<file path="src/rtl/tern_pkg.sv">
package tern_pkg;

  typedef logic [1:0] tcode_t;

  localparam tcode_t TC_ZERO = 2'b00;
  localparam tcode_t TC_POS  = 2'b01;
  localparam tcode_t TC_BAD  = 2'b10;
  localparam tcode_t TC_NEG  = 2'b11;

  // Operand value: ternary reads 10 as zero, binary reads only 11 as -1
  function automatic logic signed [1:0] tern_val(tcode_t c, logic bin);
    if (bin) begin
      return (c == TC_NEG) ? -2'sd1 : 2'sd1;
    end
    case (c)
      TC_POS:  return 2'sd1;
      TC_NEG:  return -2'sd1;
      default: return 2'sd0;
    endcase
  endfunction

  // Gated XNOR: zero gates the product, otherwise equality gives +1
  function automatic logic signed [1:0] tern_mul(tcode_t a, tcode_t b, logic bin);
    logic signed [1:0] va;
    logic signed [1:0] vb;
    va = tern_val(a, bin);
    vb = tern_val(b, bin);
    if (va == 2'sd0 || vb == 2'sd0) return 2'sd0;
    return (va == vb) ? 2'sd1 : -2'sd1;
  endfunction

  function automatic tcode_t tern_enc(logic signed [1:0] v);
    if (v == 2'sd1)  return TC_POS;
    if (v == -2'sd1) return TC_NEG;
    return TC_ZERO;
  endfunction

endpackage

</file>
<file path="src/rtl/tern_row_mac.sv">
module tern_row_mac
  import tern_pkg::*;
#(
  parameter int LANES = 4,
  parameter int SUM_W = 4
) (
  input  logic [2*LANES-1:0]       w_row,
  input  logic [2*LANES-1:0]       x_row,
  input  logic                     bin_mode,
  output logic signed [SUM_W-1:0]  row_sum
);

  logic signed [1:0] prod [LANES];

  generate
    for (genvar i = 0; i < LANES; i++) begin : g_lane
      assign prod[i] = tern_mul(tcode_t'(w_row[2*i +: 2]),
                                tcode_t'(x_row[2*i +: 2]), bin_mode);
    end
  endgenerate

  always_comb begin
    row_sum = '0;
    for (int i = 0; i < LANES; i++) begin
      row_sum = row_sum + SUM_W'(prod[i]);
    end
  end

endmodule

</file>
<file path="src/rtl/tern_accum.sv">
module tern_accum #(
  parameter int ACC_W = 12,
  parameter int SUM_W = 4
) (
  input  logic                     clk,
  input  logic                     rst_n,
  input  logic                     in_valid,
  input  logic                     in_last,
  input  logic signed [SUM_W-1:0]  row_sum,
  output logic signed [ACC_W-1:0]  acc_q,
  output logic signed [ACC_W-1:0]  total,
  output logic                     fire
);

  assign total = acc_q + ACC_W'(row_sum);
  assign fire  = in_valid & in_last;

  always_ff @(posedge clk or negedge rst_n) begin
    if (!rst_n) begin
      acc_q <= '0;
    end else if (fire) begin
      acc_q <= '0;
    end else if (in_valid) begin
      acc_q <= total;
    end
  end

endmodule

</file>
<file path="src/rtl/tern_activate.sv">
module tern_activate
  import tern_pkg::*;
#(
  parameter int ACC_W = 12,
  parameter int THR_W = 16,
  parameter int PRE_W = 17
) (
  input  logic                     clk,
  input  logic                     rst_n,
  input  logic                     fire,
  input  logic                     bin_mode,
  input  logic signed [ACC_W-1:0]  total,
  input  logic signed [THR_W-1:0]  thr,
  input  logic [THR_W-1:0]         delta,
  output logic signed [PRE_W-1:0]  pre_act,
  output logic                     out_valid,
  output tcode_t                   out_act
);

  logic signed [PRE_W-1:0] dlt_s;
  logic signed [1:0]       dir;

  assign pre_act = PRE_W'(total) - PRE_W'(thr);
  assign dlt_s   = PRE_W'(signed'({1'b0, delta}));

  always_comb begin
    if (bin_mode) begin
      dir = pre_act[PRE_W-1] ? -2'sd1 : 2'sd1;
    end else if (pre_act > dlt_s) begin
      dir = 2'sd1;
    end else if (pre_act < -dlt_s) begin
      dir = -2'sd1;
    end else begin
      dir = 2'sd0;
    end
  end

  always_ff @(posedge clk or negedge rst_n) begin
    if (!rst_n) begin
      out_valid <= 1'b0;
      out_act   <= TC_ZERO;
    end else begin
      out_valid <= fire;
      out_act   <= fire ? tern_enc(dir) : TC_ZERO;
    end
  end

endmodule

</file>
<file path="src/rtl/tern_neuron_acc.sv">
module tern_neuron_acc
  import tern_pkg::*;
#(
  parameter int LANES     = 4,
  parameter int MAX_FANIN = 1024,
  parameter int THR_W     = 16
) (
  input  logic                     clk,
  input  logic                     rst_n,
  input  logic                     in_valid,
  input  logic                     in_last,
  input  logic                     bin_mode,
  input  logic [2*LANES-1:0]       in_w,
  input  logic [2*LANES-1:0]       in_x,
  input  logic signed [THR_W-1:0]  cfg_thr,
  input  logic [THR_W-1:0]         cfg_delta,
  output logic                     out_valid,
  output logic [1:0]               out_act
);

  localparam int SUM_W = $clog2(LANES + 1) + 1;
  localparam int ACC_W = $clog2(MAX_FANIN + 1) + 1;
  localparam int PRE_W = ((ACC_W > THR_W) ? ACC_W : THR_W) + 1;

  logic signed [SUM_W-1:0] row_sum;
  logic signed [ACC_W-1:0] acc_q;
  logic signed [ACC_W-1:0] total;
  logic signed [PRE_W-1:0] pre_act;
  logic                    fire;
  tcode_t                  act_code;

  tern_row_mac #(.LANES(LANES), .SUM_W(SUM_W)) i_mac (
    .w_row    (in_w),
    .x_row    (in_x),
    .bin_mode (bin_mode),
    .row_sum  (row_sum)
  );

  tern_accum #(.ACC_W(ACC_W), .SUM_W(SUM_W)) i_acc (
    .clk      (clk),
    .rst_n    (rst_n),
    .in_valid (in_valid),
    .in_last  (in_last),
    .row_sum  (row_sum),
    .acc_q    (acc_q),
    .total    (total),
    .fire     (fire)
  );

  tern_activate #(.ACC_W(ACC_W), .THR_W(THR_W), .PRE_W(PRE_W)) i_act (
    .clk       (clk),
    .rst_n     (rst_n),
    .fire      (fire),
    .bin_mode  (bin_mode),
    .total     (total),
    .thr       (cfg_thr),
    .delta     (cfg_delta),
    .pre_act   (pre_act),
    .out_valid (out_valid),
    .out_act   (act_code)
  );

  assign out_act = act_code;

endmodule

</file>
<file path="config.mk">
export PLATFORM = sky130hd
export DESIGN_NAME = tern_neuron_acc
export DESIGN_NICKNAME = d
export VERILOG_FILES = /design/src/rtl/tern_pkg.sv /design/src/rtl/tern_row_mac.sv /design/src/rtl/tern_accum.sv /design/src/rtl/tern_activate.sv /design/src/rtl/tern_neuron_acc.sv
export SDC_FILE = /design/constraint.sdc
export NUM_CORES = 1
export LEC_CHECK = 0
export CELL_PAD_IN_SITES_DETAIL_PLACEMENT = 0
export CELL_PAD_IN_SITES_GLOBAL_PLACEMENT = 2
export CORE_ASPECT_RATIO = 1.5
export CORE_MARGIN = 2
export CORE_UTILIZATION = 33
export CTS_BUF_LIST = sky130_fd_sc_hd__clkbuf_8
export CTS_CLUSTER_SIZE = 30
export DETAILED_ROUTE_END_ITERATION = 8
export GPL_ROUTABILITY_DRIVEN = 0
export PLACE_DENSITY_LB_ADDON = 0.1
export SLEW_MARGIN = 0
export SYNTH_ARGS = -nofsm -noshare
export SYNTH_HDL_FRONTEND = slang
export SYNTH_HIERARCHICAL = 1
export SYNTH_SLANG_ARGS = --single-unit
</file>
<file path="constraint.sdc">
create_clock -name clk -period 5.23 [get_ports clk]
set_clock_uncertainty 0.15 [all_clocks]
set_input_delay 0.7845 -clock clk [delete_from_list [all_inputs] [get_ports clk]]
set_output_delay 0.7845 -clock clk [all_outputs]
set_load 0.02 [all_outputs]
</file>
Yosys cells after proc, flatten, opt, wreduce, memory -nomap -nowiden
Cells that the tools add are included.
Widths: inputs -> output; s select.

storage, ports and cells
  bits of input ports = 53
  output and inout bits = 3
  register bits = 15
  logic and storage cells = 110

cells by class
  $add $sub $neg = 6
  mux-type cells = 63
  eq/ne operators = 22
  reduce and logical (&&, ||, !) cells = 13
  magnitude comparators = 2
  bitwise logic cells = 1

operators by type and width
  cell                count
  $mux 2              45
  $pmux 2 s2          8
  $mux 12             2
  $eq 2x1->1 const B  9
  $eq 2x2->1 const B  9
  $gt 17x17->1        1
  $lt 17x17->1        1
  $neg 16->17         1
  $sub 12x16->17      1
  $logic_not 2->1     8
  $add 12x4->12       1
  $eq 2x2->1          4
  $mux 1              8
  $add 3x2->4         1
  $add 4x2->4         1
  $logic_or 1x1->1    4
  $add 2x2->3         1
  $reduce_bool 2->1   1
  $and 1x1->1         1

Longest topological paths before layout
  word-level depth = 23
  depth in mapped cells = 32
  depth with buffers taken out = 31

By module
The synthesis kept the hierarchy.

modules (own cells, without submodules)
  module         cells each  area an instance (µm²)  instances  seq. area each (µm²)
  tern_activate  259         1945.6                  1          75.1
  tern_accum     90          930.9                   1          300.3
  tern_row_mac   38          355.3                   1          0.0

Least setup slack after synthesis
OpenSTA, ideal clock, no wires.

  kind = input to register
  start = input port bin_mode
  end = register i_act.out_act[0]
  data arrival time = 7.961 ns
  setup time = 0.119 ns
  path slack = -3.000 ns
  data required time = 4.961 ns
  buffers on the path = 1
  stages = 32
  cells stage by stage = buf_2 > nand4b_1 > o211a_1 > fa_1 > inv_1 > fa_1 > ha_1 > inv_1 > fa_1 > xor2_1 > xnor2_1 > ha_1 > and3_1 > and2_4 > and3_1 > a21o_2 > xnor2_2 > xnor2_1 > ha_1 > a21o_1 > a31o_2 > a21o_1 > a41o_1 > o31a_1 > xnor2_1 > ha_1 > and4_1 > and4_1 > o311ai_0 > nand3_1 > mux2i_1 > o21a_1

on the way
  word-level cells in the longest chain between the ends = 21
  elaborated cells between the ends (all ways) = 57
  classes of those cells = 5 x add/sub; 2 x order compare; 6 x eq/ne; 32 x mux; 12 x reduce/logical

ends and longest elaborated chain
  what                   line                   RTL
  start, declared        tern_neuron_acc.sv:12  input logic bin_mode,
  $mux 1 (*)             tern_pkg.sv:12         if (bin) begin
  $mux 2                 tern_pkg.sv:15         case (c)
  $logic_not 2->1        tern_pkg.sv:28         if (va == 2'sd0 || vb == 2'sd0) return 2'sd0;
  $logic_or 1x1->1       tern_pkg.sv:28
  $mux 1                 tern_pkg.sv:28
  $mux 2                 tern_pkg.sv:29         return (va == vb) ? 2'sd1 : -2'sd1;
  $add 2x2->3            tern_row_mac.sv:25     row_sum = row_sum + SUM_W'(prod[i]);
  $add 3x2->4            tern_row_mac.sv:25
  [1 not listed]         --
  named net row_sum[3]   tern_neuron_acc.sv:25  logic signed [SUM_W-1:0] row_sum;
  [1 not listed]         --
  named net total[11]    tern_neuron_acc.sv:27  logic signed [ACC_W-1:0] total;
  [1 not listed]         --
  named net pre_act[15]  tern_neuron_acc.sv:28  logic signed [PRE_W-1:0] pre_act;
  [1 not listed]         --
  $mux 2                 tern_activate.sv:31    end else if (pre_act < -dlt_s) begin
  $mux 2 (*)             tern_activate.sv:29    end else if (pre_act > dlt_s) begin
  $mux 2 (*)             tern_activate.sv:27    if (bin_mode) begin
  $eq 2x1->1             tern_pkg.sv:34         if (v == -2'sd1) return TC_NEG;
  $mux 1 (2 in series)   tern_pkg.sv:34
  $mux 2                 tern_pkg.sv:35         return TC_ZERO;
  $mux 2 (*)             tern_pkg.sv:34
  $mux 2 (*)             tern_activate.sv:44    out_act <= fire ? tern_enc(dir) : TC_ZERO;
  end signal, assigned   tern_activate.sv:44
  end, declared          tern_activate.sv:17    output tcode_t out_act

Mark *: on every way through the listed nets, which the timed path passes. The rest lies on a longest branch. The select of a mux whose other input is x is not followed.
A chain may end at the register's enable or synchronous reset.

Worst setup path in the final report
  start = input port in_x[5]
  end = register i_act.out_act[1]

on the way
  word-level cells in the longest chain between the ends = 22
  elaborated cells between the ends (all ways) = 31
  classes of those cells = 4 x add/sub; 2 x order compare; 5 x eq/ne; 18 x mux; 2 x reduce/logical

ends and longest elaborated chain
  what                   line                            RTL
  start, declared        tern_neuron_acc.sv:14           input logic [2*LANES-1:0] in_x,
  $eq 2x2->1             tern_pkg.sv:13, tern_pkg.sv:15
  $mux 2                 tern_pkg.sv:13                  return (c == TC_NEG) ? -2'sd1 : 2'sd1;
  $mux 2                 tern_pkg.sv:12
  $mux 2 (*)             tern_pkg.sv:15
  $logic_not 2->1        tern_pkg.sv:28
  $logic_or 1x1->1       tern_pkg.sv:28
  $mux 1                 tern_pkg.sv:28
  $mux 2 (*)             tern_pkg.sv:29
  [2 not listed]         --
  named net row_sum[3]   tern_neuron_acc.sv:25
  [1 not listed]         --
  named net total[11]    tern_neuron_acc.sv:27
  [1 not listed]         --
  named net pre_act[15]  tern_neuron_acc.sv:28
  [1 not listed]         --
  $mux 2                 tern_activate.sv:31
  $mux 2 (*)             tern_activate.sv:29
  $mux 2 (*)             tern_activate.sv:27
  $eq 2x1->1             tern_pkg.sv:34
  $mux 1 (2 in series)   tern_pkg.sv:34
  $mux 2                 tern_pkg.sv:35
  $mux 2 (*)             tern_pkg.sv:34
  $mux 2 (*)             tern_activate.sv:44

Marks and branches as above.

==> results.cfg <==
[run_status]
result_of_the_run = complete, but fails checks
violations = negative setup slack

[clocking]
clock_sink_count = 15
clk_latency_ns = 0.24
cts_buffers = 3
cts.clk_slew.worst_paths_ns = 0.06
clk_root_buffer_cell = sky130_fd_sc_hd__clkbuf_8
post_cts_hold_buffer_count = 0
tritoncts_clock_tree = done
cts-htree-levels = 1
max-clock-path-buffers = 2

[place]
hpwl_um = 7981
port-buffer-count = 55

[sta]
hold_ws_ns = 0.3684
layout_setup_ws_ns = -2.216
worst_case_headroom_to_the_max_slew_limit = 0.3940
grt_setup_unrepaired = true
tightestPinTransition_ns = 0.9057
final-max-slew-violation-count = 0
setup-tns-final_ns = -4.431
final-hold-violation-count = 0
final_report_setup_violation_count = 2
highest_clock_rate_ghz = 0.1343
min_period_ns = 7.446
final.period_utilization = 1.424

[detailed_routing]
via_per_inst = 5.032
ant_nets = 0
wl_per_cell_um = 14.11
first_pass_iters = 4
vias = 3301
wirelength_um = 9259
drtIter0Drc = 84
remaining_drc_errors = 0

[setup_path]
cpLargestDelayFamily = adder cells
max_stage_delay_ns = 0.57
cp_max_fo = 6
crit_cells = 33
worst_path_most_repeated_cell = sky130_fd_sc_hd__xnor2_4
startpoint_type = input pin
endpoint_kind = flip-flop
worst-r2r-setup-slack_ns = 0.32
critPathArrivalTime_ns = 7.48
path_buf_inv = 4
critical-path-slowest-cell = sky130_fd_sc_hd__fa_1
r2r_end = i_act/out_act[1]
worst-endpoint-required_ns = 5.26
ff2ff_path_depth = 22
timing.setup.critical_path_class = in -> reg
worstSetupStartpoint = in_x[5]
rr_startpoint = i_acc/acc_q[0]

[hold_path]
holdCritStartpoint = i_acc/acc_q[0]
hold_end = i_acc/acc_q[0]
whs_path_depth = 1
hold_path_class = reg -> reg

[final_layout]
drive_gt1_frac = 0.3161
area_delta_synth_final_pct = 53.76
utilization_of_the_core_after_routing = 0.5182
n_antenna_cell = 0
layout.nets = 664

[die]
design.core.area_um2 = 9579
fp.dieW_um = 84.76
starting_density_of_the_core = 0.3370
count_of_standard_cell_rows = 44
die_area_um2 = 10610
io_pins = 56
fp.dieH_um = 125.1

[logic_synthesis]
postSynthNetCount = 508
syn-mean-instance-area_um2 = 8.363
number_of_warnings_issued_by_yosys = 6
post_synth_inst_count = 386
synth.cell_area_um2 = 3228

[global_route]
track_usage = 0.1740
overflow = 0
grt_max_degree = 16
global_route_wire_length_before_repair_um = 15390
vias_in_the_first_global_route = 3461
antenna_found_initial = 0

[run]
max-cap-violations = 0
==> worst max path at each step <==
stage                  endpoint  slack (ns)
2_1_floorplan  i_act/out_act[1]       -2.27
3_3_place_gp   i_act/out_act[1]       -2.90
3_5_place_dp   i_act/out_act[1]       -3.01
4_1_cts        i_act/out_act[1]       -2.33
5_1_grt        i_act/out_act[1]       -2.50
6_report       i_act/out_act[1]       -2.22
==> stage by stage <==
step | instances | setup WS (ns) | area [um^2]
after floorplan | 386 | -2.273 | 3401
after global placement | 644 | -2.904 | 4765
after detailed placement | 644 | -3.007 | 4765
after CTS | 655 | -2.333 | 4853
after global routing | 656 | -2.503 | 4964
final | 656 | -2.216 | 4964
==> worst reg2reg max path, cell delays in order, from the launching register on <==
cell,delay (ns)
sky130_fd_sc_hd__dfrtp_1,0.38
sky130_fd_sc_hd__ha_1,0.21
sky130_fd_sc_hd__fa_1,0.40
sky130_fd_sc_hd__a21o_1,0.20
sky130_fd_sc_hd__a21oi_2,0.18
sky130_fd_sc_hd__o21ai_2,0.11
sky130_fd_sc_hd__buf_4,0.15
sky130_fd_sc_hd__a211oi_2,0.22
sky130_fd_sc_hd__xnor2_1,0.21
sky130_fd_sc_hd__ha_1,0.33
sky130_fd_sc_hd__nand2_1,0.12
sky130_fd_sc_hd__a2bb2oi_2,0.15
sky130_fd_sc_hd__o31ai_2,0.09
sky130_fd_sc_hd__buf_4,0.15
sky130_fd_sc_hd__o31a_1,0.30
sky130_fd_sc_hd__xnor2_2,0.16
sky130_fd_sc_hd__ha_1,0.30
sky130_fd_sc_hd__and4_4,0.22
sky130_fd_sc_hd__and4_4,0.24
sky130_fd_sc_hd__o311ai_4,0.10
sky130_fd_sc_hd__nand3_2,0.10
sky130_fd_sc_hd__mux2i_2,0.23
sky130_fd_sc_hd__o211a_1,0.17
==> per-layer routing <==
layer / up-vias / global-route usage / share of wire
met2: 34 / 0.3474 / 0.55
met5: - / 0 / 0
met4: 0 / 0.02428 / 0.012
li1: 1717 / - / -
met1: 1542 / 0.2034 / 0.43
met3: 8 / 0.008581 / 0.012
==> cell usage in the layout (no fill, tap or decap), types with 6 or more instances in the layout <==
cell	count
sky130_fd_sc_hd__a21o_1	8
sky130_fd_sc_hd__a21oi_1	23
sky130_fd_sc_hd__a22o_1	10
sky130_fd_sc_hd__buf_2	7
sky130_fd_sc_hd__buf_4	95
sky130_fd_sc_hd__buf_6	7
sky130_fd_sc_hd__clkdlybuf4s50_1	42
sky130_fd_sc_hd__dfrtp_1	15
sky130_fd_sc_hd__ha_1	53
sky130_fd_sc_hd__ha_4	7
sky130_fd_sc_hd__inv_1	46
sky130_fd_sc_hd__nand2_1	22
sky130_fd_sc_hd__nand2b_1	9
sky130_fd_sc_hd__nand3_1	14
sky130_fd_sc_hd__nand4b_1	6
sky130_fd_sc_hd__nor2_1	16
sky130_fd_sc_hd__nor3_1	11
sky130_fd_sc_hd__o21ai_0	9
sky130_fd_sc_hd__xnor2_1	31
sky130_fd_sc_hd__xor2_1	8
==> sequential cells by signal, indices dropped and copies added (netlist names) <==
signal	flops
i_acc/acc_q	12
i_act/out_act	2
i_act/out_valid	1
==> area by class of cell <==
cell class | instances | area, um^2
clock inverters | 1 | 3.754
inverters | 47 | 176.4
fillers | 943 | 4616
multi-input cells | 322 | 2940
repair buffers | 153 | 1282
clock buffers | 3 | 41.29
well taps | 115 | 143.9
flip-flops and latches | 15 | 375.4
==> what timing repair did <==
action	CTS	global route
pin swaps	27	24
gates resized for setup	61	22
buffers inserted	7	1
endpoints found under the setup margin	6	3
Power is not shown: default switching activity piles up to over one toggle a cycle in this logic, so the estimate is an artifact.
